--- src/rtl/trap_entry_pkg.sv ---
package trap_entry_pkg;

  typedef enum logic [1:0] {
    PRIV_U   = 2'b00,
    PRIV_S   = 2'b01,
    PRIV_RSV = 2'b10,
    PRIV_M   = 2'b11
  } priv_e;

  typedef enum logic [2:0] {
    SEL_STATUS = 3'd0,
    SEL_MCAUSE = 3'd1,
    SEL_MEPC   = 3'd2,
    SEL_MTVAL  = 3'd3,
    SEL_SCAUSE = 3'd4,
    SEL_SEPC   = 3'd5,
    SEL_STVAL  = 3'd6,
    SEL_NONE   = 3'd7
  } csr_sel_e;

  // status field positions
  localparam int unsigned ST_SIE  = 1;
  localparam int unsigned ST_MIE  = 3;
  localparam int unsigned ST_SPIE = 5;
  localparam int unsigned ST_MPIE = 7;
  localparam int unsigned ST_SPP  = 8;
  localparam int unsigned ST_MPP  = 11;

  // exception causes that record an address (bits 0..15)
  localparam logic [15:0] ADDR_CAUSE_MASK = 16'hB0F3;

endpackage

--- src/rtl/trap_router.sv ---
module trap_router #(
  parameter int unsigned XLEN    = 32,
  parameter int unsigned CAUSE_W = 6
) (
  input  logic               is_irq,
  input  logic [CAUSE_W-1:0] raw_cause,
  input  logic [1:0]         priv,
  input  logic [XLEN-1:0]    irq_deleg,
  input  logic [XLEN-1:0]    exc_deleg,
  output logic [CAUSE_W-1:0] eff_cause,
  output logic               to_super
);
  import trap_entry_pkg::*;

  localparam int unsigned IDX_W = $clog2(XLEN);

  function automatic logic [CAUSE_W-1:0] remap_ecall(
    input logic irq, input logic [CAUSE_W-1:0] c, input logic [1:0] p);
    logic [CAUSE_W-1:0] r;
    r = c;
    if (!irq && (c == CAUSE_W'(8) || c == CAUSE_W'(9) || c == CAUSE_W'(11))) begin
      case (p)
        PRIV_U:  r = CAUSE_W'(8);
        PRIV_S:  r = CAUSE_W'(9);
        default: r = CAUSE_W'(11);
      endcase
    end
    return r;
  endfunction

  logic            in_range;
  logic            low_priv;
  logic [XLEN-1:0] deleg_sel;

  always_comb begin
    eff_cause = remap_ecall(is_irq, raw_cause, priv);
    in_range  = (eff_cause >> IDX_W) == '0;
    low_priv  = (priv == PRIV_U) || (priv == PRIV_S);
    deleg_sel = is_irq ? irq_deleg : exc_deleg;
    to_super  = low_priv && in_range && deleg_sel[eff_cause[IDX_W-1:0]];
  end

endmodule

--- src/rtl/trap_target_calc.sv ---
module trap_target_calc #(
  parameter int unsigned XLEN    = 32,
  parameter int unsigned CAUSE_W = 6
) (
  input  logic               is_irq,
  input  logic [CAUSE_W-1:0] eff_cause,
  input  logic               to_super,
  input  logic [XLEN-1:0]    m_vec,
  input  logic [XLEN-1:0]    s_vec,
  input  logic [XLEN-1:0]    fault_addr,
  output logic [XLEN-1:0]    tgt_pc,
  output logic [XLEN-1:0]    tval_val,
  output logic [XLEN-1:0]    cause_word
);
  import trap_entry_pkg::*;

  function automatic logic [XLEN-1:0] vector_pc(
    input logic [XLEN-1:0] vec, input logic irq, input logic [CAUSE_W-1:0] c);
    logic [XLEN-1:0] base;
    base = {vec[XLEN-1:2], 2'b00};
    if (irq && vec[1:0] == 2'b01) base = base + (XLEN'(c) << 2);
    return base;
  endfunction

  function automatic logic keeps_addr(input logic irq, input logic [CAUSE_W-1:0] c);
    return !irq && ((c >> 4) == '0) && ADDR_CAUSE_MASK[c[3:0]];
  endfunction

  always_comb begin
    tgt_pc     = vector_pc(to_super ? s_vec : m_vec, is_irq, eff_cause);
    tval_val   = keeps_addr(is_irq, eff_cause) ? fault_addr : '0;
    cause_word = {is_irq, (XLEN-1)'(eff_cause)};
  end

endmodule

--- src/rtl/trap_state_regs.sv ---
module trap_state_regs #(
  parameter int unsigned   XLEN     = 32,
  parameter logic [XLEN-1:0] RESET_PC = '0
) (
  input  logic            clk,
  input  logic            rst_n,
  input  logic            trap_fire,
  input  logic            to_super,
  input  logic [1:0]      cur_priv,
  input  logic [XLEN-1:0] cur_pc,
  input  logic [XLEN-1:0] cause_word,
  input  logic [XLEN-1:0] tval_val,
  input  logic [XLEN-1:0] tgt_pc,
  input  logic            csr_we,
  input  logic [2:0]      csr_sel,
  input  logic [XLEN-1:0] csr_wdata,
  output logic [XLEN-1:0] pc_q,
  output logic [1:0]      priv_q,
  output logic            redirect_q,
  output logic            resv_clr_q,
  output logic [XLEN-1:0] status_q,
  output logic [XLEN-1:0] mcause_q,
  output logic [XLEN-1:0] mepc_q,
  output logic [XLEN-1:0] mtval_q,
  output logic [XLEN-1:0] scause_q,
  output logic [XLEN-1:0] sepc_q,
  output logic [XLEN-1:0] stval_q
);
  import trap_entry_pkg::*;

  localparam logic [XLEN-1:0] STATUS_MASK =
    (XLEN'(1) << ST_SIE)  | (XLEN'(1) << ST_MIE) | (XLEN'(1) << ST_SPIE) |
    (XLEN'(1) << ST_MPIE) | (XLEN'(1) << ST_SPP) | (XLEN'(3) << ST_MPP);

  csr_sel_e sel;
  assign sel = csr_sel_e'(csr_sel);

  always_ff @(posedge clk) begin
    if (!rst_n) begin
      pc_q       <= RESET_PC;
      priv_q     <= PRIV_M;
      redirect_q <= 1'b0;
      resv_clr_q <= 1'b0;
      status_q   <= '0;
      mcause_q   <= '0;
      mepc_q     <= '0;
      mtval_q    <= '0;
      scause_q   <= '0;
      sepc_q     <= '0;
      stval_q    <= '0;
    end else begin
      redirect_q <= trap_fire;
      resv_clr_q <= trap_fire;
      if (trap_fire) begin
        pc_q <= tgt_pc;
        if (to_super) begin
          priv_q             <= PRIV_S;
          scause_q           <= cause_word;
          sepc_q             <= cur_pc;
          stval_q            <= tval_val;
          status_q[ST_SPIE]  <= status_q[ST_SIE];
          status_q[ST_SPP]   <= (cur_priv == PRIV_S);
          status_q[ST_SIE]   <= 1'b0;
        end else begin
          priv_q                    <= PRIV_M;
          mcause_q                  <= cause_word;
          mepc_q                    <= cur_pc;
          mtval_q                   <= tval_val;
          status_q[ST_MPIE]         <= status_q[ST_MIE];
          status_q[ST_MPP+1:ST_MPP] <= cur_priv;
          status_q[ST_MIE]          <= 1'b0;
        end
      end else if (csr_we) begin
        case (sel)
          SEL_STATUS: status_q <= csr_wdata & STATUS_MASK;
          SEL_MCAUSE: mcause_q <= csr_wdata;
          SEL_MEPC:   mepc_q   <= csr_wdata;
          SEL_MTVAL:  mtval_q  <= csr_wdata;
          SEL_SCAUSE: scause_q <= csr_wdata;
          SEL_SEPC:   sepc_q   <= csr_wdata;
          SEL_STVAL:  stval_q  <= csr_wdata;
          default: ;
        endcase
      end
    end
  end

endmodule

--- src/rtl/trap_entry_unit.sv ---
module trap_entry_unit #(
  parameter int unsigned     XLEN     = 32,
  parameter int unsigned     CAUSE_W  = 6,
  parameter logic [XLEN-1:0] RESET_PC = '0
) (
  input  logic               clk,
  input  logic               rst_n,
  input  logic               trap_req_i,
  input  logic               trap_is_irq_i,
  input  logic [CAUSE_W-1:0] trap_cause_i,
  input  logic [XLEN-1:0]    trap_addr_i,
  input  logic [XLEN-1:0]    cur_pc_i,
  input  logic [1:0]         cur_priv_i,
  input  logic [XLEN-1:0]    irq_deleg_i,
  input  logic [XLEN-1:0]    exc_deleg_i,
  input  logic [XLEN-1:0]    m_vec_i,
  input  logic [XLEN-1:0]    s_vec_i,
  input  logic               csr_we_i,
  input  logic [2:0]         csr_sel_i,
  input  logic [XLEN-1:0]    csr_wdata_i,
  output logic [XLEN-1:0]    new_pc_o,
  output logic [1:0]         new_priv_o,
  output logic               redirect_o,
  output logic               resv_clear_o,
  output logic [XLEN-1:0]    status_o,
  output logic [XLEN-1:0]    mcause_o,
  output logic [XLEN-1:0]    mepc_o,
  output logic [XLEN-1:0]    mtval_o,
  output logic [XLEN-1:0]    scause_o,
  output logic [XLEN-1:0]    sepc_o,
  output logic [XLEN-1:0]    stval_o
);

  // named internal events, visible to the checker
  logic [CAUSE_W-1:0] eff_cause;
  logic               route_super;
  logic [XLEN-1:0]    tgt_pc;
  logic [XLEN-1:0]    tval_val;
  logic [XLEN-1:0]    cause_word;

  trap_router #(.XLEN(XLEN), .CAUSE_W(CAUSE_W)) u_router (
    .is_irq    (trap_is_irq_i),
    .raw_cause (trap_cause_i),
    .priv      (cur_priv_i),
    .irq_deleg (irq_deleg_i),
    .exc_deleg (exc_deleg_i),
    .eff_cause (eff_cause),
    .to_super  (route_super)
  );

  trap_target_calc #(.XLEN(XLEN), .CAUSE_W(CAUSE_W)) u_target (
    .is_irq     (trap_is_irq_i),
    .eff_cause  (eff_cause),
    .to_super   (route_super),
    .m_vec      (m_vec_i),
    .s_vec      (s_vec_i),
    .fault_addr (trap_addr_i),
    .tgt_pc     (tgt_pc),
    .tval_val   (tval_val),
    .cause_word (cause_word)
  );

  trap_state_regs #(.XLEN(XLEN), .RESET_PC(RESET_PC)) u_state (
    .clk        (clk),
    .rst_n      (rst_n),
    .trap_fire  (trap_req_i),
    .to_super   (route_super),
    .cur_priv   (cur_priv_i),
    .cur_pc     (cur_pc_i),
    .cause_word (cause_word),
    .tval_val   (tval_val),
    .tgt_pc     (tgt_pc),
    .csr_we     (csr_we_i),
    .csr_sel    (csr_sel_i),
    .csr_wdata  (csr_wdata_i),
    .pc_q       (new_pc_o),
    .priv_q     (new_priv_o),
    .redirect_q (redirect_o),
    .resv_clr_q (resv_clear_o),
    .status_q   (status_o),
    .mcause_q   (mcause_o),
    .mepc_q     (mepc_o),
    .mtval_q    (mtval_o),
    .scause_q   (scause_o),
    .sepc_q     (sepc_o),
    .stval_q    (stval_o)
  );

endmodule

--- config.mk ---
export PLATFORM = sky130hd
export DESIGN_NAME = trap_entry_unit
export DESIGN_NICKNAME = d
export VERILOG_FILES = /design/src/rtl/trap_entry_pkg.sv /design/src/rtl/trap_router.sv /design/src/rtl/trap_target_calc.sv /design/src/rtl/trap_state_regs.sv /design/src/rtl/trap_entry_unit.sv
export SDC_FILE = /design/constraint.sdc
export NUM_CORES = 1
export LEC_CHECK = 0
export BUFFER_PORTS_ARGS = -buffer_cell sky130_fd_sc_hd__clkbuf_2
export CELL_PAD_IN_SITES_DETAIL_PLACEMENT = 2
export CELL_PAD_IN_SITES_GLOBAL_PLACEMENT = 2
export CORE_MARGIN = 2
export CORE_UTILIZATION = 29
export CTS_BUF_LIST = sky130_fd_sc_hd__clkbuf_2 sky130_fd_sc_hd__clkbuf_4 sky130_fd_sc_hd__clkbuf_8
export DETAILED_ROUTE_END_ITERATION = 12
export MAX_ROUTING_LAYER = met4
export PLACE_DENSITY = 0.86
export SLEW_MARGIN = 15
export SYNTH_ARGS = -nofsm -noshare
export SYNTH_HDL_FRONTEND = slang
export SYNTH_SLANG_ARGS = --single-unit
--- constraint.sdc ---
create_clock -name clk -period 12.6 [get_ports clk]
set_clock_uncertainty 0.1 [all_clocks]
set_input_delay 2.52 -clock clk [delete_from_list [all_inputs] [get_ports clk]]
set_output_delay 2.52 -clock clk [all_outputs]
set_load 0.01 [all_outputs]
# Yosys cells after proc, flatten, opt, wreduce, memory -nomap -nowiden
# Memories as Yosys holds them, arrays and structs flattened.
# Index checks and enable logic that the tools add are counted.
# totals
regBits	234
rom_bits	16
in_bits	240
output_inout_bits	260
elab_cells	105
n_memories	1
# memory_table
memory	depth	width	rd	rd_ports_with_merged_regs	wr	line	text
(no name shown)	16	1	1	0	0	trap_target_calc.sv:26	return !irq && ((c >> 4) == '0) && ADDR_CAUSE_MASK[c[3:0]];
# op_classes
add_sub_neg	1
order_cmp	2
eq_ne	13
n_mux	47
n_reduce_logical	30
# ops
op	count
$mux 32	28
$add 32x8->32	1
$mux 13	2
$reduce_and 3->1	8
$eq 6x4->1 const B	3
$reduce_bool 2->1	8
$logic_not 6->1	2
$mux 1	10
$eq 3x3->1 const B	3
$mux 2	4
$eq 3x2->1 const B	2
$logic_and 1x1->1	6
$lt 5x6->1 const B	1
$mux 6	1
$bmux 1 s5	1
$lt 4x5->1 const B	1
$eq 2x1->1 const B	2
$pmux 2 s2	1
$eq 3x1->1 const B	1
$logic_not 3->1	1
$logic_or 1x1->1	3
$logic_not 2->1	1
$ne 2x1->1 const B	1
$ne 2x2->1 const B	1
$logic_not 1->1	1

# Depth between registers and ports, before layout
# depth
word_depth	12
mapped_depth	23
ltp_nobuf	19

# Hierarchy
# From an unflattened synthesis, not the netlist that was laid out.
# unflattened
cells_unflattened	1388
hier_area_um2	13295.3
# modules_own_cells
mod	n_inst	cells_each	area_per_inst_um2	seq_area_each_um2
trap_state_regs	1	1024	10428.8	4664.5
trap_target_calc	1	257	1973.1	0.0
trap_router	1	107	893.4	0.0

# Worst setup path before layout
# Ideal clock, no wire load.
# synth_timing
kind	input -> register
startpoint	input trap_cause_i[5]
endpoint	register u_state.pc_q[21]
setup_ns	0.074
t_arrival_ns	7.595
required_time_ns	12.426
setup_slack_ns	4.831
cell_stages	22
path_buffers	4
path_cell_list	buf_2 > or4b_1 > buf_2 > or3_1 > o21ai_2 > inv_2 > a32o_1 > a311o_1 > o22ai_4 > buf_6 > mux2_2 > ha_1 > a21o_1 > a21o_1 > a2111oi_0 > or3_1 > clkbuf_1 > nor2_1 > nand3_1 > xor2_1 > o31a_1 > o21ai_0
# synth_via
elab_chain_cells	12
# synth_rtl
element	line	text
from (decl)	trap_entry_unit.sv:10	input logic [CAUSE_W-1:0] trap_cause_i,
$eq 6x4->1	trap_router.sv:21	if (!irq && (c == CAUSE_W'(8) || c == CAUSE_W'(9) || c == CAUSE_W'(11))) begin
$logic_or 1x1->1 (2 in series)	trap_router.sv:21	
$logic_and 1x1->1	trap_router.sv:21	
$mux 6 *	trap_router.sv:21	
parallel branches: the longest is 6 deep, another holds $add 32x8->32	--	
$mux 32 *	trap_target_calc.sv:21	if (irq && vec[1:0] == 2'b01) base = base + (XLEN'(c) << 2);
to (signal assigned)	trap_state_regs.sv:55	pc_q <= tgt_pc;
to (decl)	trap_state_regs.sv:17	output logic [XLEN-1:0] pc_q,
# Every way passes the cells marked *. The select of a mux whose other input is x is not followed.
# A chain may end at the register's enable or synchronous reset.

# Worst setup path in the final report
# layout_timing
startpoint	input trap_cause_i[5]
endpoint	register u_state.pc_q[22]
# Same word-level chain as after synthesis.

==> results.txt <==
Final weighted congestion of routability-driven global placement -> 0.920
Peak fanout along the critical path -> 51
Cell with the most instances on the worst path -> sky130_fd_sc_hd__mux2i_1
Total setup buffers inserted after CTS -> 0
Final Hold Vio Count -> 0
Sinks on the clock net -> 231
Clock insertion delay at the later pin of the skew report -> 550 ps
Proportion of netlist area held by the largest area contributor -> 0.403
Post-route insts no fill -> 2322
Core footprint -> 38800 um2
Inserted Clock Buffers -> 42
Number of gates resized after cts -> 0
Global routing usage summed across all routing layers -> 0.266
Residual DRC -> 0
Outcome -> finished clean
Synth cell types -> 73
VDD IR-drop max -> 0.0547 mV
Total instance count after detailed placement -> 2242
Synthesized flop and latch total -> 231
Total overflow reported by the global router -> 0
Via count of the first global-routing pass -> 13527
Asr flop ratio synth -> 0
Largest cells by area after synthesis -> sky130_fd_sc_hd__dfxtp_1 (40%), sky130_fd_sc_hd__a211oi_1 (7.3%), sky130_fd_sc_hd__mux2i_1 (7.2%)
WP buf/inv -> 3
Antenna violations before repair -> 5
Number of nets in the layout -> 2015
Hold buffers post-CTS -> 0
Most common library cells after synthesis -> sky130_fd_sc_hd__dfxtp_1 (231), sky130_fd_sc_hd__nor2_1 (206), sky130_fd_sc_hd__a21oi_1 (120)
Number of buffers on the longest clock path -> 3
Netlist Area Pre-Place -> 11500 um2
Die X -> 203 um
Fin crit share -> 0.683
Initial DRT Pass Iterations -> 4
Area grow syn2layout -> 29.9%
Residual antenna-violating net count after detailed routing -> 0
Vias after detailed routing -> 12179
Overall routed net length -> 54200 um
Die Ht -> 203 um
Chain of cells forming the critical path -> clkbuf_2 -> or4b_1 -> or3_1 -> o21ai_2 -> inv_2 -> a32o_1 -> a311o_1 -> o22ai_4 -> buf_4 -> mux2_2 -> ha_1 -> fa_1 -> a21o_1 -> a21oi_1 -> o21bai_1 -> a21oi_2 -> nor4b_1 -> xnor2_1 -> mux2i_1 -> mux2i_1 -> nor2_1
Core Rows -> 72
Slew at the pin with the worst max-slew slack -> 1120 ps
Element type at the critical path start -> input pin
Capturing element type of the critical path -> flip-flop
Post-detail-place hpwl -> 39800 um
Clk pin slew, worst setup/hold paths -> 60 ps
Family with the most delay on the worst path -> compound AO/OA/AOI/OAI gates
Pin count of the biggest net entering global routing -> 129
Crit path required time -> 12900 ps
Via/cell ratio -> 5.25
Initial Utilization -> 0.296
I/O Pins -> 500
Final routed wire length divided by cell count -> 23.4 um
EDFF count, synth -> 0
Max cap viols -> 0
Class of the most critical hold timing path -> flip-flop to flip-flop
Sequential share of the synthesized area -> 0.403
Commonest register cell after synthesis -> sky130_fd_sc_hd__dfxtp_1
Area of the multi-input gates -> 6270 um2
Sequential cell area -> 4620 um2
Setup Viol. Count Final -> 0
Number of input and output port buffers inserted -> 471
Number of fillers in the final layout -> 4528
Achievable frequency -> 116 MHz
P_leak -> 6.51 nW
Critical path type -> input pin to flip-flop
Synthesized instance count -> 1353
Clock period minus worst slack -> 8610 ps
Slew headroom -> 0.253
Max H-tree Level -> 2
DRC violation total after the first TritonRoute iteration -> 472
P per Cell Area -> 128 nW/um2
Post-Syn Area per Cell -> 8.49 um2
Setup TNS Final -> 0 ps
Unrepaired setup endpoints after global routing -> no
Final number of max-transition violations -> 0
Cell accounting for the most synthesized area -> sky130_fd_sc_hd__dfxtp_1
Fraction of layout instances using a drive strength above 1 -> 0.333
Cell with the most instances after synthesis -> sky130_fd_sc_hd__dfxtp_1
Delay of the slowest cell on the worst path -> 840 ps
CTS root buf -> sky130_fd_sc_hd__clkbuf_8
Total Die Area -> 41200 um2
Worst endpoint data arrival time -> 8910 ps
Total of warnings raised by yosys -> 0
CTS tree -> built
First-pass GRT wire length -> 81800 um
Crit-path slowest cell -> sky130_fd_sc_hd__a21oi_2
per-layer routing:
metal	vias to the layer above	GRT usage	part of all wire
met3	132	0.0684	0.069
met5	-	-	0
met4	0	0.122	0.046
li1	5587	-	-
met2	449	0.448	0.49
met1	6011	0.295	0.40
state kept, by name, indices dropped and copies added, names as in the netlist, 7 cells and up:
name,count
u_state.mcause_q,32
u_state.mepc_q,32
u_state.pc_q,30
u_state.status_q,7
u_state.stval_q,32
u_state.mtval_q,32
u_state.sepc_q,32
u_state.scause_q,32
tightest hold or removal path: stages, from the launching register on:
cell	delay (ps)
sky130_fd_sc_hd__dfxtp_1	310
sky130_fd_sc_hd__nand2_1	50
sky130_fd_sc_hd__a21oi_1	50
cell families (layout without fill, tap and decap cells):
| logic type | count (synthesis) | after routing | synth area share |
|---|---|---|---|
| mux | 98 | 98 | 0.0890 |
| compound gates | 331 | 331 | 0.194 |
| buf+inv | 149 | 569 | 0.0651 |
| simple gates | 483 | 483 | 0.201 |
| fa+ha+maj | 7 | 7 | 0.00828 |
| flops | 231 | 231 | 0.403 |
| xor+xnor | 52 | 52 | 0.0397 |
| other cells | 2 | 33 | 0.000654 |
final cells by class:
class | instances | share of cell area
antenna | 5 | 0.000838
clock buffer | 69 | 0.0561
clock inverter | 6 | 0.00226
inverter | 11 | 0.00310
multi-input combinational | 999 | 0.420
sequential | 231 | 0.310
tap | 518 | 0.0434
timing repair buffer | 483 | 0.164
placed cells by master (no fill, tap or decap), drive strengths merged, types with 4 or more instances in the layout:
cell,count
nor4,14
or2,33
o21ai,17
mux2,13
and3,12
mux2i,83
nor2b,47
nand3b,5
nor3b,6
nand2,71
a21o,4
nor4b,5
xor2,19
nor3,19
conb,28
nand2b,6
a2111oi,4
ha,6
a21oi,120
nand4,10
or3,6
dfxtp,231
inv,10
a22oi,26
o311ai,4
o211ai,11
nor2,206
clkinv,7
a31oi,6
xnor2,33
a211oi,111
diode,5
buf,13
nand3,36
clkbuf,539
final timing paths:
kind,slack [ps],cells after the start,from,endpoint
worst max register to register,11480,2,u_state.mcause_q[3],u_state.mcause_q[3]
worst max-delay path,3990,21,trap_cause_i[5],u_state.pc_q[22]
worst min-delay path,350,2,u_state.stval_q[0],u_state.stval_q[0]
worst min register to register,350,2,u_state.stval_q[0],u_state.stval_q[0]
power breakdown:
| part | leakage, nW | switching (mW) | internal [mW] | total (mW) |
|---|---|---|---|---|
| Sequential | 1.89 | 0.0263 | 0.774 | 0.800 |
| Combinational | 4.15 | 0.230 | 0.132 | 0.363 |
| Clock | 0.474 | 0.333 | 0.419 | 0.752 |
| Total | 6.51 | 0.589 | 1.33 | 1.91 |
per-stage QoR:
step           setup WS (ps)  total power, mW  instance area (um2)  hold WS (ps)  utilization
2_1_floorplan           4830             1.02                11600           376            -
3_3_place_gp            3820             1.16                14000           338        0.361
3_5_place_dp            3510             1.17                14000           348        0.361
4_1_cts                 4090             1.94                14900           357        0.384
5_1_grt                 3640             2.01                14900           390        0.384
6_report                3990             1.91                14900           354        0.384
Power figures use the tool's default switching activity.
